$ cat config.mk
export PLATFORM = sky130hd
export DESIGN_NAME = coded_watchdog
export DESIGN_NICKNAME = d
export VERILOG_FILES = /design/src/rtl/cwd_pkg.sv /design/src/rtl/cwd_datapath.sv /design/src/rtl/cwd_ctrl.sv /design/src/rtl/coded_watchdog.sv
export SDC_FILE = /design/constraint.sdc
export NUM_CORES = 1
export LEC_CHECK = 0
export BUFFER_PORTS_ARGS = -buffer_cell sky130_fd_sc_hd__buf_2
export CAP_MARGIN = 30
export CORE_ASPECT_RATIO = 0.7
export CORE_UTILIZATION = 30
export CTS_BUF_LIST = sky130_fd_sc_hd__clkbuf_4
export CTS_CLUSTER_DIAMETER = 60
export DETAILED_ROUTE_END_ITERATION = 8
export PLACE_DENSITY_LB_ADDON = 0.1
export SYNTH_ARGS = -nofsm -noshare
export SYNTH_HDL_FRONTEND = slang
export SYNTH_SLANG_ARGS = --single-unit
$ cat constraint.sdc
create_clock -name clk -period 7.9 [get_ports clk]
set_input_delay 0.395 -clock clk [delete_from_list [all_inputs] [get_ports clk]]
set_output_delay 0.395 -clock clk [all_outputs]
set_load 0.02 [all_outputs]
$ cat src/rtl/cwd_pkg.sv
package cwd_pkg;

  localparam int CODE_W    = 6;
  localparam int IDX_W     = 4;
  localparam int NUM_CODES = 10;
  localparam int MS_W      = 15;
  localparam int OSC_SHIFT = 9;   // 512 ticks per millisecond
  localparam logic [IDX_W-1:0] IDX_NONE = '1;

  typedef enum logic [1:0] {
    MODE_NORMAL  = 2'b00,
    MODE_STANDBY = 2'b01,
    MODE_FLASH   = 2'b10,
    MODE_SLEEP   = 2'b11
  } wdMode_t;

  typedef enum logic [2:0] {
    ST_RUN, ST_PULSE, ST_SLEEP_RST, ST_SLEEP_OFF, ST_WAKE
  } wdState_t;

  // control -> datapath
  typedef struct packed {
    logic clrCnt;
    logic cntEn;
    logic loadCode;
  } ctrlStrobe_t;

  // datapath -> control
  typedef struct packed {
    logic codeValid;
    logic atLimit;
    logic wdOff;
  } dpStatus_t;

  typedef logic [MS_W-1:0] msTable_t [NUM_CODES];

  localparam msTable_t NORM_MS  = '{14, 28, 56, 112, 140, 168, 196, 224, 252, 280};
  localparam msTable_t STBY_MS  = '{70, 140, 280, 560, 1120, 2240, 3584, 7168, 14336, 0};
  localparam msTable_t FLASH_MS = '{70, 140, 280, 560, 1120, 2240, 3584, 7168, 14336, 28672};
  localparam msTable_t SLEEP_MS = '{560, 1120, 2240, 3584, 7168, 10752, 14336, 21504, 28672, 0};

  function automatic logic [IDX_W-1:0] codeIndex(input logic [CODE_W-1:0] code);
    case (code)
      6'b001001: codeIndex = 4'd0;
      6'b001100: codeIndex = 4'd1;
      6'b010010: codeIndex = 4'd2;
      6'b010100: codeIndex = 4'd3;
      6'b011011: codeIndex = 4'd4;
      6'b100100: codeIndex = 4'd5;
      6'b101101: codeIndex = 4'd6;
      6'b110011: codeIndex = 4'd7;
      6'b110101: codeIndex = 4'd8;
      6'b110110: codeIndex = 4'd9;
      default:   codeIndex = IDX_NONE;
    endcase
  endfunction

  // Zero means the watchdog is off for this code/mode pair.
  function automatic logic [MS_W-1:0] periodMs(input logic [1:0] mode,
                                               input logic [IDX_W-1:0] idx);
    logic [MS_W-1:0] ms;
    ms = '0;
    if (idx < IDX_W'(NUM_CODES)) begin
      case (mode)
        MODE_NORMAL:  ms = NORM_MS[idx];
        MODE_STANDBY: ms = STBY_MS[idx];
        MODE_FLASH:   ms = FLASH_MS[idx];
        default:      ms = SLEEP_MS[idx];
      endcase
    end
    return ms;
  endfunction

endpackage

$ cat src/rtl/cwd_datapath.sv
module cwd_datapath
  import cwd_pkg::*;
#(
  parameter int TICK_SHIFT = 0,
  parameter int CNT_W      = MS_W + OSC_SHIFT
) (
  input  logic              clk,
  input  logic              rstN,
  input  logic [1:0]        mode,
  input  logic [CODE_W-1:0] codeIn,
  input  ctrlStrobe_t       strobe,
  output dpStatus_t         status
);

  logic [IDX_W-1:0] idxQ;
  logic [IDX_W-1:0] newIdx;
  logic [MS_W-1:0]  selMs;
  logic [CNT_W-1:0] scaled;
  logic [CNT_W-1:0] limit;
  logic [CNT_W-1:0] cntQ;

  assign newIdx = codeIndex(codeIn);
  assign selMs  = periodMs(mode, idxQ);
  assign scaled = CNT_W'({selMs, {OSC_SHIFT{1'b0}}} >> TICK_SHIFT);
  assign limit  = (scaled == '0) ? CNT_W'(1) : scaled;

  assign status.codeValid = (newIdx != IDX_NONE);
  assign status.wdOff     = (selMs == '0);
  assign status.atLimit   = (cntQ == limit - CNT_W'(1));

  always_ff @(posedge clk or negedge rstN) begin
    if (!rstN) begin
      idxQ <= '0;
    end else if (strobe.loadCode) begin
      idxQ <= newIdx;
    end
  end

  always_ff @(posedge clk or negedge rstN) begin
    if (!rstN) begin
      cntQ <= '0;
    end else if (strobe.clrCnt) begin
      cntQ <= '0;
    end else if (strobe.cntEn) begin
      cntQ <= status.atLimit ? '0 : cntQ + CNT_W'(1);
    end
  end

endmodule

$ cat src/rtl/cwd_ctrl.sv
module cwd_ctrl
  import cwd_pkg::*;
#(
  parameter int RST_LEN = 16
) (
  input  logic        clk,
  input  logic        rstN,
  input  logic [1:0]  mode,
  input  logic        codeWr,
  input  logic        trigger,
  input  logic        tickIn,
  input  logic        wake,
  input  dpStatus_t   status,
  output ctrlStrobe_t strobe,
  output logic        wdRst,
  output logic        supplyEn,
  output logic        codeErr
);

  localparam int PCNT_W = (RST_LEN < 2) ? 1 : $clog2(RST_LEN);

  wdState_t    stateQ, stateD;
  logic [1:0]  prevModeQ;
  logic [PCNT_W-1:0] pulseQ, pulseD;
  logic        modeChg;
  logic        validWr;
  logic        sleepEntry;
  logic        running;
  logic        expire;

  assign modeChg    = (mode != prevModeQ);
  assign validWr    = codeWr & status.codeValid;
  assign running    = (stateQ == ST_RUN);
  assign sleepEntry = modeChg && (mode == MODE_SLEEP) && status.wdOff &&
                      ((stateQ == ST_RUN) || (stateQ == ST_PULSE));

  always_comb begin
    strobe.loadCode = validWr;
    strobe.clrCnt   = !running | trigger | validWr | modeChg | status.wdOff;
    strobe.cntEn    = running & tickIn & !strobe.clrCnt;
  end

  assign expire = strobe.cntEn & status.atLimit;

  always_comb begin
    stateD = stateQ;
    pulseD = pulseQ;
    case (stateQ)
      ST_RUN: begin
        if (sleepEntry) begin
          stateD = ST_SLEEP_RST;
        end else if (expire) begin
          stateD = ST_PULSE;
          pulseD = PCNT_W'(RST_LEN - 1);
        end
      end
      ST_PULSE: begin
        if (sleepEntry) begin
          stateD = ST_SLEEP_RST;
        end else if (pulseQ == '0) begin
          stateD = ST_RUN;
        end else begin
          pulseD = pulseQ - PCNT_W'(1);
        end
      end
      ST_SLEEP_RST: stateD = ST_SLEEP_OFF;
      ST_SLEEP_OFF: if (wake) stateD = ST_WAKE;
      ST_WAKE:      stateD = ST_RUN;
      default:      stateD = ST_RUN;
    endcase
  end

  always_ff @(posedge clk or negedge rstN) begin
    if (!rstN) begin
      stateQ    <= ST_RUN;
      pulseQ    <= '0;
      prevModeQ <= MODE_NORMAL;
      codeErr   <= 1'b0;
    end else begin
      stateQ    <= stateD;
      pulseQ    <= pulseD;
      prevModeQ <= mode;
      codeErr   <= codeWr & !status.codeValid;
    end
  end

  assign wdRst    = (stateQ != ST_RUN);
  assign supplyEn = (stateQ != ST_SLEEP_OFF);

endmodule

$ cat src/rtl/coded_watchdog.sv
module coded_watchdog
  import cwd_pkg::*;
#(
  parameter int TICK_SHIFT = 0,
  parameter int RST_LEN    = 16
) (
  input  logic       clk,
  input  logic       rstN,
  input  logic       tickIn,
  input  logic [1:0] mode,
  input  logic       codeWr,
  input  logic [5:0] codeIn,
  input  logic       trigger,
  input  logic       wake,
  output logic       wdRst,
  output logic       supplyEn,
  output logic       codeErr
);

  ctrlStrobe_t strobe;
  dpStatus_t   status;

  cwd_datapath #(.TICK_SHIFT(TICK_SHIFT)) uDatapath (
    .clk    (clk),
    .rstN   (rstN),
    .mode   (mode),
    .codeIn (codeIn),
    .strobe (strobe),
    .status (status)
  );

  cwd_ctrl #(.RST_LEN(RST_LEN)) uCtrl (
    .clk      (clk),
    .rstN     (rstN),
    .mode     (mode),
    .codeWr   (codeWr),
    .trigger  (trigger),
    .tickIn   (tickIn),
    .wake     (wake),
    .status   (status),
    .strobe   (strobe),
    .wdRst    (wdRst),
    .supplyEn (supplyEn),
    .codeErr  (codeErr)
  );

endmodule

==> results.ini <==
[status]
status = complete, no violations

[sta]
relSlewSlack_pct = 35.49
period_minus_slack_ns = 4.750
worst_pin_slew_ns = 0.9677
hold_viol = 0
slew_violations = 0
setup_viol = 0
rsz0062_at_grt = no
hold_ws_ns = 0.2478
max_freq_mhz = 210.5
fin_skew_ns = 0.01421
tns_ns = 0
post-route-period-util_pct = 60.12

[layout]
final_cell_area_um2 = 4006
num_antenna_cells = 0
finalNetCount = 500
area_delta_synth_final_pct = 5.468
fillCellCount = 1274
final_cells = 634
drive_gt1_share_pct = 9.853

[worst_setup_path]
r2r_cells = 14
start_kind = flip-flop
critPathMaxFanout = 33
critPathCaptureType = flip-flop
arrival_ns = 4.98
crit_type = flip-flop to flip-flop
critical_path_required_ns = 8.13

[power_and_ir_drop]
p_leak_nw = 1.683
powerDensity_nw_per_um2 = 214.1
p_sw_mw = 0.3908
clock_power_share_pct = 15.6
swShare_pct = 45.56
ir_drop_mv = 0.1112
p_int_mw = 0.4668
seq_power_share_pct = 30.4
p_comb_share_pct = 54.1

[synth]
synth_nets = 506
ys_warn_count = 0
yosysTopAreaCell = dfrtp_1
async_reset_ff_share_pct = 100.0
yosys_most_used_dff = dfrtp_1
synth_area_um2 = 3799
syn_inst = 483
synth_most_common_cell = nand2_1
synth-seq-cells = 38
synth_area_leaders = dfrtp_1 25%, nand2_1 5.3%, nor2_1 3.5%
synth_top_area_share_pct = 25.03
synth.distinct_cells = 83
synth_area_per_cell_um2 = 7.865
synthTopCellsByCount = 54 x nand2_1, 38 x dfrtp_1, 35 x nor2_1
synth_edf_count = 0
synth-seq-area-share_pct = 25.03

[floorplan]
start_util_pct = 31.62
core_um2 = 12020
num_rows = 33
ios = 17
fp.dieH_um = 96.15
die_area_um2 = 13120
die_x_um = 136.5

[clock_network]
cts_root_buf = clkbuf_4
cts_tree = done
htreeDepth = 2
cts_resized = 0
cts_buffer_depth = 2
clk_latency_ns = 0.35
clock_sinks = 38
clk_pin_slew_worst_paths_ns = 0.12
numCtsBuffers = 5

[drt]
drc = 0
wl_per_cell_um = 16.52
drtAntennaViolNets = 0
drt_iter0_drc = 362
viasPerCell = 5.617
first_pass_iters = 7
vias = 3561
drt-total-wl_um = 10470

[run]
max_cap_violations = 0

[global_route]
grt_start_max_net_pins = 39
antenna_found_initial = 0
track_usage_pct = 16.88
grt-ovfl-total = 0
top_usage_layer = met1
grt_pass1_wl_um = 17370
globalRouteMet3Util_pct = 2.844
grt.met1_usage_pct = 26.37
grt_pass1_vias = 3244
grt_util_met2_pct = 23.94

[place]
numPortBuffers = 16
dp_hpwl_um = 7642
routabilityCongestion = 0.8765
placed_area_um2 = 3905
place_inst = 625

[worst_hold_path]
worstHoldPathType = input pin to flip-flop
holdPathStages = 2

critical path, cell delays in order, from the launching register on:
cell	delay, ns
dfrtp_1	0.65
inv_1	0.22
ha_1	0.31
mux2_1	0.31
maj3_2	0.31
o221ai_1	0.25
and4bb_1	0.48
nand4_1	0.33
and3_4	0.30
a2111oi_4	0.33
o2111ai_2	0.25
o21ai_2	0.19
buf_4	0.33
nor2_1	0.09
a211o_1	0.27
registers in the layout, summed over array words and instances, names as in the netlist:
| register | flops |
|---|---|
| uCtrl.codeErr | 1 |
| uCtrl.prevModeQ | 2 |
| uCtrl.pulseQ | 4 |
| uCtrl.stateQ | 3 |
| uDatapath.cntQ | 24 |
| uDatapath.idxQ | 4 |
cells by family (layout without fill, tap and decap cells):
family	after synthesis	after routing	synth area share [%]
flip-flops	38	38	25.03
AND/OR/NAND/NOR	230	230	32.54
XOR/XNOR	24	24	5.534
buffers and inverters	45	39	6.060
multiplexers	6	6	1.647
AO/OA/AOI/OAI	130	130	25.92
adder cells (fa/ha/maj)	10	10	3.261
path summary, 6_finish.rpt:
check,start,endpoint,slack (ns)
worst max register to register,uDatapath.idxQ[0],uDatapath.cntQ[12],3.15
min in group asynchronous,rstN,uCtrl.stateQ[1],0.35
max in group asynchronous,rstN,uDatapath.cntQ[16],7.13
worst min-delay path,codeWr,uDatapath.idxQ[1],0.25
worst max-delay path,uDatapath.idxQ[0],uDatapath.cntQ[12],3.15
worst min register to register,uCtrl.pulseQ[3],uCtrl.pulseQ[3],0.54
power by group through the flow:
stage,registers (mW),clock network [mW],logic [mW]
after floorplan,0.237,0,0.386
after global placement,0.262,0,0.457
after detailed placement,0.263,0,0.452
after CTS,0.259,0.141,0.455
after global routing,0.266,0.149,0.511
final,0.260,0.134,0.464
metal layers:
metal | vias up | wire, µm
li1 | 1771 | -
met1 | 1688 | 5666
met2 | 98 | 4153
met3 | 4 | 607
met4 | 0 | 44
met5 | - | 0
placed cells by master, fill, tap and decap left out, types with 6 or more instances in the layout:
| cell type | count |
|---|---|
| nor3b_1 | 6 |
| o22ai_1 | 7 |
| xnor2_1 | 13 |
| nor2b_1 | 11 |
| nor3_1 | 22 |
| dfrtp_1 | 38 |
| o21ai_1 | 8 |
| xor2_1 | 11 |
| and2_1 | 7 |
| buf_2 | 16 |
| and3_1 | 14 |
| or3_1 | 9 |
| nor2_1 | 35 |
| nand2b_1 | 13 |
| a21oi_1 | 13 |
| a21o_1 | 9 |
| inv_1 | 12 |
| ha_1 | 9 |
| or2_2 | 6 |
| nand3_1 | 24 |
| nand2_1 | 54 |
| o21ai_0 | 19 |
| a211o_1 | 11 |
metrics by stage:
stage / worst slack [ns] / power, mW / util, %
final: 3.150 / 0.8576 / 33.34
after global routing: 2.786 / 0.9265 / 33.34
after CTS: 3.191 / 0.8549 / 33.09
after detailed placement: 3.239 / 0.7151 / 32.50
after global placement: 3.326 / 0.7190 / 32.50
after floorplan: 4.118 / 0.6230 / -
layout make-up:
class                   instances  area, µm²  share of cell area, %
clock buffers                   5      37.54                 0.9369
clock inverters                 2      33.78                 0.8432
inverters                      12      45.04                  1.124
multi-input cells             400       2618                  65.33
flip-flops and latches         38      950.9                  23.74
well taps                     157      196.4                  4.903
repair buffers                 20      125.1                  3.123
timing repair:
action / CTS / global route
setup buffers: 0 / 0
hold endpoints to repair: 0 / 2
hold buffers: 0 / 1
Power figures use the tool's default switching activity.
